### src/rtl/vtf_pkg.sv
package vtf_pkg;

    // Test granularity selector; the reserved code behaves as MODE_ALL.
    typedef enum logic [1:0] {
        MODE_ALL = 2'd0,
        MODE_DW  = 2'd1,
        MODE_QW  = 2'd2,
        MODE_RSV = 2'd3
    } vtf_mode_e;

    // Output stage occupancy.
    typedef enum logic {
        OS_EMPTY  = 1'b0,
        OS_LOADED = 1'b1
    } vtf_ostate_e;

    localparam int FLAG_W = 6;
    localparam int FLG_O  = 5;
    localparam int FLG_S  = 4;
    localparam int FLG_Z  = 3;
    localparam int FLG_A  = 2;
    localparam int FLG_C  = 1;
    localparam int FLG_P  = 0;

    localparam int DW_BITS = 32;
    localparam int QW_BITS = 64;

endpackage

### src/rtl/vtf_mask.sv
module vtf_mask
    import vtf_pkg::*;
#(
    parameter int VEC_W = 256
) (
    input  vtf_mode_e          mode,
    input  logic               wide,
    output logic [VEC_W-1:0]   mask
);

    localparam int HALF      = VEC_W / 2;
    localparam int N_DW_WIDE = VEC_W / DW_BITS;
    localparam int N_DW_NARR = HALF / DW_BITS;
    localparam int N_QW_WIDE = VEC_W / QW_BITS;
    localparam int N_QW_NARR = HALF / QW_BITS;

    for (genvar i = 0; i < VEC_W; i++) begin : g_bit
        localparam bit IS_DW_SIGN = ((i % DW_BITS) == DW_BITS - 1);
        localparam bit IS_QW_SIGN = ((i % QW_BITS) == QW_BITS - 1);
        localparam bit IS_UPPER   = (i >= HALF);
        logic pick;

        always_comb begin
            unique case (mode)
                MODE_DW: pick = IS_DW_SIGN;
                MODE_QW: pick = IS_QW_SIGN;
                default: pick = 1'b1;
            endcase
        end

        assign mask[i] = pick & (wide | ~IS_UPPER);
    end

    // Sign-only modes must select exactly one bit per element in range.
    always_comb begin
        if (mode == MODE_DW) begin
            p_dw_count_r4: assert ($countones(mask) == (wide ? N_DW_WIDE : N_DW_NARR))
                else $error("dword sign mask has wrong population");
        end
        if (mode == MODE_QW) begin
            p_qw_count_r5: assert ($countones(mask) == (wide ? N_QW_WIDE : N_QW_NARR))
                else $error("qword sign mask has wrong population");
        end
    end

endmodule

### src/rtl/vtf_fold_zero.sv
module vtf_fold_zero #(
    parameter int VEC_W = 256
) (
    input  logic [VEC_W-1:0] vec,
    input  logic             wide,
    output logic             all_zero
);

    localparam int HALF = VEC_W / 2;

    logic [HALF-1:0] upper_gated;
    logic [HALF-1:0] folded;

    assign upper_gated = wide ? vec[VEC_W-1:HALF] : '0;
    assign folded      = vec[HALF-1:0] | upper_gated;
    assign all_zero    = ~|folded;

endmodule

### src/rtl/vtf_flag_unit.sv
module vtf_flag_unit
    import vtf_pkg::*;
#(
    parameter int VEC_W   = 256,
    parameter bit REG_OUT = 1'b1
) (
    input  logic              clk,
    input  logic              rst_n,
    input  logic              in_valid,
    input  logic              wide,
    input  logic [1:0]        mode,
    input  logic [VEC_W-1:0]  opnd_e,
    input  logic [VEC_W-1:0]  opnd_g,
    output logic [FLAG_W-1:0] flags_out,
    output logic              out_valid
);

    vtf_mode_e         mode_sel;
    logic [VEC_W-1:0]  sel_mask;
    logic [VEC_W-1:0]  both_v;
    logic [VEC_W-1:0]  eonly_v;
    logic              z_hit;
    logic              c_hit;
    logic [FLAG_W-1:0] flags_comb;

    assign mode_sel = vtf_mode_e'(mode);

    vtf_mask #(.VEC_W(VEC_W)) u_mask (
        .mode (mode_sel),
        .wide (wide),
        .mask (sel_mask)
    );

    assign both_v  = opnd_e &  opnd_g & sel_mask;
    assign eonly_v = opnd_e & ~opnd_g & sel_mask;

    vtf_fold_zero #(.VEC_W(VEC_W)) u_fold_z (
        .vec      (both_v),
        .wide     (wide),
        .all_zero (z_hit)
    );

    vtf_fold_zero #(.VEC_W(VEC_W)) u_fold_c (
        .vec      (eonly_v),
        .wide     (wide),
        .all_zero (c_hit)
    );

    always_comb begin
        flags_comb        = '0;
        flags_comb[FLG_Z] = z_hit;
        flags_comb[FLG_C] = c_hit;
    end

    if (REG_OUT) begin : g_reg
        vtf_ostate_e       state_q;
        vtf_ostate_e       state_d;
        logic [FLAG_W-1:0] flags_q;

        always_ff @(posedge clk) begin
            if (!rst_n) state_q <= OS_EMPTY;
            else        state_q <= state_d;
        end

        always_comb begin
            unique case (state_q)
                OS_EMPTY:  state_d = in_valid ? OS_LOADED : OS_EMPTY;
                OS_LOADED: state_d = in_valid ? OS_LOADED : OS_EMPTY;
                default:   state_d = OS_EMPTY;
            endcase
        end

        always_ff @(posedge clk) begin
            if (!rst_n)        flags_q <= '0;
            else if (in_valid) flags_q <= flags_comb;
        end

        assign flags_out = flags_q;
        assign out_valid = (state_q == OS_LOADED);

        p_valid_follow_r8: assert property (@(posedge clk) disable iff (!rst_n)
            in_valid |=> out_valid)
            else $error("out_valid missing after accepted input");

        p_valid_drop_r8: assert property (@(posedge clk) disable iff (!rst_n)
            !in_valid |=> !out_valid)
            else $error("out_valid raised without input");

        p_hold_idle_r9: assert property (@(posedge clk) disable iff (!rst_n)
            !in_valid |=> $stable(flags_out))
            else $error("flags changed while idle");

        p_z_disjoint_r1: assert property (@(posedge clk) disable iff (!rst_n)
            (in_valid && ((opnd_e & opnd_g) == '0)) |=> flags_out[FLG_Z])
            else $error("Z clear for disjoint operands");

        p_c_subset_r2: assert property (@(posedge clk) disable iff (!rst_n)
            (in_valid && ((opnd_e & ~opnd_g) == '0)) |=> flags_out[FLG_C])
            else $error("C clear for contained operand");
    end else begin : g_comb
        assign flags_out = flags_comb;
        assign out_valid = in_valid;
    end

endmodule

### config.mk
export PLATFORM = sky130hd
export DESIGN_NAME = vtf_flag_unit
export DESIGN_NICKNAME = d
export VERILOG_FILES = /design/src/rtl/vtf_pkg.sv /design/src/rtl/vtf_mask.sv /design/src/rtl/vtf_fold_zero.sv /design/src/rtl/vtf_flag_unit.sv
export SDC_FILE = /design/constraint.sdc
export NUM_CORES = 1
export LEC_CHECK = 0
export ABC_AREA = 0
export BUFFER_PORTS_ARGS = -buffer_cell sky130_fd_sc_hd__buf_2
export CAP_MARGIN = 30
export CORE_AREA = 2 2 204 206
export DETAILED_ROUTE_END_ITERATION = 7
export DIE_AREA = 0 0 206 208
export PLACE_DENSITY = 0.41
export SYNTH_ARGS = -nofsm -noshare
export SYNTH_HDL_FRONTEND = slang
export SYNTH_SLANG_ARGS = --single-unit
### constraint.sdc
create_clock -name clk -period 2.15 [get_ports clk]
set_input_delay 0.3225 -clock clk [delete_from_list [all_inputs] [get_ports clk]]
set_output_delay 0.3225 -clock clk [all_outputs]
set_load 0.05 [all_outputs]
==> After elaboration in Yosys (flattened, before gate mapping) <==
Index checks and enable logic that the tools add are counted.
{ "totals": {"ff_bits": 3, "latch_bits": 0, "ram_bits": 0, "mem_bits_ro": 0, "input_bits": 518, "output_inout_bits": 7, "word_cells": 23, "mem_count": 0} }
{ "classes": {"addsub": 0, "n_mul": 0, "div": 0, "magnitude_cmp": 0, "eq_ne": 2, "shift": 0, "muxes": 5, "bitwise_logic": 9, "reduce_logical": 5} }
{ "op_table": {"columns": ["cell", "count"], "rows": [
  ["256-bit AND", 4],
  ["128-bit 2-to-1 mux", 2],
  ["256-bit NOT", 1],
  ["128-bit OR", 2],
  ["128-bit OR reduction", 2],
  ["1-bit 2-to-1 mux", 3],
  ["1-bit AND", 2],
  ["2-bit by 1-bit equality test with 1-bit output, second input constant", 1],
  ["2-bit equality test, second input constant", 1],
  ["1-bit zero test", 2],
  ["2-bit OR reduction", 1]
]} }

==> Logic depth before layout (Yosys ltp) <==
{ "logic_depth": {"word_depth": 9, "depth_mapped": 8, "ltp_nobuf": 8} }

==> By module <==
A second synthesis with hierarchy kept.
{ "hier_totals": {"cells_unflattened": 1215, "area_unflattened_um2": 6691.4} }
{ "by_module_without_submodules": {"columns": ["module", "n_inst", "cells_per_inst", "area_each_um2", "seq_area_each_um2"], "rows": [
  ["vtf_flag_unit", 1, 781, 3657.3, 60.1],
  ["vtf_mask", 1, 260, 1945.6, 0.0],
  ["vtf_fold_zero", 2, 87, 544.3, 0.0]
]} }

==> Worst setup path before layout <==
OpenSTA, ideal clock, no wires.
{ "synth_timing": {"kind": "input-to-reg", "start": "input mode[0]", "end": "register g_reg.flags_q[1] (netlist: flags_out[1])", "setup_ps": 59, "arrival_ps": 1859, "required_ps": 2091, "setup_slack_ps": 232, "path_stages": 8, "n_path_buf": 0, "cell_sequence": "inv_1 -> ha_1 -> nand4b_4 -> o221ai_2 -> or4_1 -> nor4_1 -> and4_1 -> a221o_1"} }
{ "synth_via": {"elab_chain_cells": 9, "word_cells_on_any_way": 12, "classes_between": "eq/ne: 2; mux: 3; bitwise: 4; reduce/logical: 3"} }
{ "synth_rtl": {"columns": ["item", "line", "source"], "rows": [
  ["start, declared", "vtf_flag_unit.sv:11", "input logic [1:0] mode,"],
  ["2-bit equality test / 2-bit by 1-bit equality test with 1-bit output (equally long branches)", "vtf_mask.sv:24", "unique case (mode)"],
  ["2-bit OR reduction (no line)", null, null],
  ["1-bit 2-to-1 mux", "vtf_mask.sv:24", null],
  ["1-bit AND", "vtf_mask.sv:31", "assign mask[i] = pick & (wide | ~IS_UPPER);"],
  ["256-bit AND (*)", "vtf_flag_unit.sv:35", "assign eonly_v = opnd_e & ~opnd_g & sel_mask;"],
  ["128-bit 2-to-1 mux", "vtf_fold_zero.sv:14", "assign upper_gated = wide ? vec[VEC_W-1:HALF] : '0;"],
  ["128-bit OR (*)", "vtf_fold_zero.sv:15", "assign folded = vec[HALF-1:0] | upper_gated;"],
  ["128-bit OR reduction (*)", "vtf_fold_zero.sv:16", "assign all_zero = ~|folded;"],
  ["1-bit zero test (*)", "vtf_fold_zero.sv:16", null],
  ["end signal, assigned", "vtf_flag_unit.sv:75", "else if (in_valid) flags_q <= flags_comb;"],
  ["end, declared", "vtf_flag_unit.sv:58", "logic [FLAG_W-1:0] flags_q;"]
]} }
Mark *: on every way between the ends. The rest lies on a longest branch, timed or not.
A chain may end at the register's enable or synchronous reset.

==> Worst setup path after layout <==
{ "layout_timing": {"start": "input opnd_g[35]", "end": "register g_reg.flags_q[3] (netlist: flags_out[3])"} }
{ "layout_via": {"elab_chain_cells": 5} }
{ "layout_rtl": {"columns": ["item", "line", "source"], "rows": [
  ["start, declared", "vtf_flag_unit.sv:13", "input logic [VEC_W-1:0] opnd_g,"],
  ["256-bit AND (2 in a row)", "vtf_flag_unit.sv:34", "assign both_v = opnd_e & opnd_g & sel_mask;"],
  ["128-bit OR", "vtf_fold_zero.sv:15", null],
  ["128-bit OR reduction", "vtf_fold_zero.sv:16", null],
  ["1-bit zero test", "vtf_fold_zero.sv:16", null]
]} }
No other way between the ends.

==> results.json <==
{
  "instances_no_fill": 1687,
  "crit_top_cell": "buf_4",
  "worstPathRequired_ns": 2.29,
  "cp_max_fo": 2,
  "skew_ns": 0,
  "cts.sinks": 3,
  "path_buf_inv": 3,
  "ys_top_cells_by_area": "nor2b_1 16%, inv_1 14%, a221oi_1 11%",
  "fin_ws_ns": 0.140,
  "final_max_slew_viol_count": 0,
  "reg2reg_from": "flags_out[3]",
  "finalHoldViolations": 0,
  "regToRegEndpoint": "flags_out[3]",
  "worstHoldPathCells": 3,
  "cts_tree": "done",
  "slew_headroom": 0.562,
  "yosys.area_share.simple": 0.324,
  "synth_area_per_cell_um2": 6.44,
  "yosys.cell_types.count": 34,
  "hold_slack_ns": 0.392,
  "io_pins": 525,
  "via_count": 7172,
  "p_per_area_nw_per_um2": 248,
  "wl_per_cell_um": 26.0,
  "synth-xor-area-share": 0,
  "synth_top_family_by_area": "compound AO/OA/AOI/OAI gates",
  "synthArstFlopShare": 0,
  "pre_cts_slack_ns": -0.507,
  "cts_inserted_buffers": 3,
  "dp.cells": 1674,
  "status": "finished clean",
  "layout-drive-gt1-share": 0.524,
  "htree_levels": 1,
  "period_needed_ns": 2.01,
  "synth_cells": 559,
  "post_cts_buffers": 0,
  "dieArea_um2": 42800,
  "core_area_um2": 40600,
  "critPathCaptureType": "flop",
  "antenna_left": 0,
  "worst-r2r-cell-count": 4,
  "area_delta_synth_final_pct": 108,
  "synth_area_um2": 3600,
  "mostFrequentLayoutCells": "520 x buf_2, 133 x inv_1, 91 x nor2b_1",
  "synth_compound_area_frac": 0.505,
  "place_hpwl_um": 41700,
  "totalWireLength_um": 43800,
  "grt_pass1_vias": 7807,
  "gp_congestion": 0.950,
  "layout_commonest_cell": "buf_2",
  "via_per_inst": 4.25,
  "grt_overflow": 0,
  "root_buffer": "clkbuf_16",
  "path_cells": "buf_2 -> a22o_1 -> a221oi_1 -> buf_4 -> nand4_1 -> nor4_4 -> buf_4 -> a31oi_1 -> a211oi_1",
  "max_cap_violations": 0,
  "synth-edff-count": 0,
  "p_leak_nw": 4.01,
  "grt_pass1_wl_um": 57500,
  "min_path_type": "in -> reg",
  "fillCellCount": 4810,
  "cpPeakStageDelay_ns": 0.41,
  "die_w_um": 206,
  "finalSetupViolations": 0,
  "synth.area.mux_share": 0,
  "vdd.ir_drop.worst_uv": 128,
  "synth_adder_area_share": 0.00348,
  "clock.fmax_mhz": 497,
  "yosys_most_used_dff": "dfxtp_1",
  "grt_usage": 0.194,
  "synth_top_area_frac": 0.158,
  "rows": 74,
  "yosys.area.top_type": "nor2b_1",
  "numPortBuffers": 520,
  "ys_warn_count": 0,
  "criticalPathCategory": "in -> reg",
  "max_slew.worst_pin.slew_ns": 0.641,
  "min-delay-start": "in_valid",
  "antenna_found_initial": 17,
  "fp.dieH_um": 208,
  "cp_top_family": "compound AO/OA/AOI/OAI gates",
  "whs_endpoint": "out_valid",
  "startpoint_type": "input pin",
  "clkLatencyLatePin_ns": 0.23,
  "clkTransAtPathRegs_ns": 0.04,
  "drt_pass1_iterations": 5,
  "crit_slowest_cell": "nor4_4",
  "cp.arrival_ns": 2.15,
  "cts_buffer_depth": 2,
  "layout.nets": 1666,
  "synth_seq_cells": 3,
  "initial_utilization": 0.0887,
  "timing.reg2reg.setup_slack_ns": 1.16,
  "drt-initial-drc-count": 413,
  "yosysSeqAreaShare": 0.0167,
  "fin_crit_sh": 0.935,
  "grt_max_degree": 8,
  "drcViolationCount": 0
}
sequential cells by signal, indices dropped and copies added (netlist names):
register   count
out_valid      1
flags_out      2
cell families (layout without fill, tap and decap cells):
family	Yosys count	after routing
other cells	1	13
fa+ha+maj	1	1
simple gates	188	188
compound gates	228	228
buf+inv	138	722
flops	3	3
area by class of cell:
type                            count  area, µm²  area share
Multi-Input combinational cell    421       3080       0.411
Timing Repair Buffer              585       3090       0.412
Sequential cell                     3       60.1     0.00801
Clock buffer                        4       78.8      0.0105
Inverter                          133        499      0.0666
Antenna cell                        9       22.5     0.00300
Tap cell                          532        666      0.0888
worst max path at each step:
stage | start | cells after the start | slack [ns] | endpoint
finish | opnd_g[35] | 9 | 0.14 | flags_out[3]
global placement | mode[0] | 9 | -0.58 | flags_out[1]
detailed placement | mode[0] | 9 | -0.51 | flags_out[1]
global route | mode[0] | 9 | -0.01 | flags_out[1]
floorplan | mode[0] | 8 | 0.23 | flags_out[1]
CTS | mode[0] | 9 | -0.007 | flags_out[1]
metrics by stage:
step           area, µm²  power, mW   TNS, ns   util
6_report            7500       1.86         0  0.185
5_1_grt             7490       2.00   -0.0108  0.185
4_1_cts             7430       1.89  -0.00689  0.183
3_5_place_dp        7320       1.55    -0.786  0.181
3_3_place_gp        7320       1.55    -0.842  0.181
2_1_floorplan       3610      0.484         0      -
tightest hold or removal path: stages:
cell and delay [ns]:
buf_2 0.09, nand2_1 0.10, inv_1 0.07
synthesized netlist by cell type (2+ instances only):
cell         n
a2111oi_0   29
a21oi_1      4
a221oi_1    44
a222oi_1     2
a22o_1      41
a22oi_1     46
a31oi_1      3
buf_4        4
dfxtp_1      3
inv_1      133
nand2_1      4
nand2b_1    34
nand3_1      7
nand4_1     27
nor2b_1     91
nor3_1      12
nor4_1       8
o2111ai_1   11
o21ai_0      4
o22ai_1     37
o41ai_1      2
routing by layer:
layer / global-route usage / vias up / part of all wire
li1: - / 3366 / -
met5: 0 / - / 0.00062
met4: 0.0599 / 4 / 0.037
met2: 0.398 / 403 / 0.55
met1: 0.194 / 3347 / 0.35
met3: 0.0293 / 52 / 0.064
where the power goes:
part	leakage [nW]	switching [mW]	internal [mW]
Clock	0.0382	0.0681	0.247
Sequential	0.0245	0.000936	0.0581
Combinational	3.95	0.779	0.711
Total	4.01	0.848	1.02
repair_timing:
item,4_1_cts,5_1_grt
gates resized for setup,8,12
endpoints found under the setup margin,2,2
pin swaps,0,2
hold buffers,0,0
Note: power is estimated with default switching activity, not from simulation.
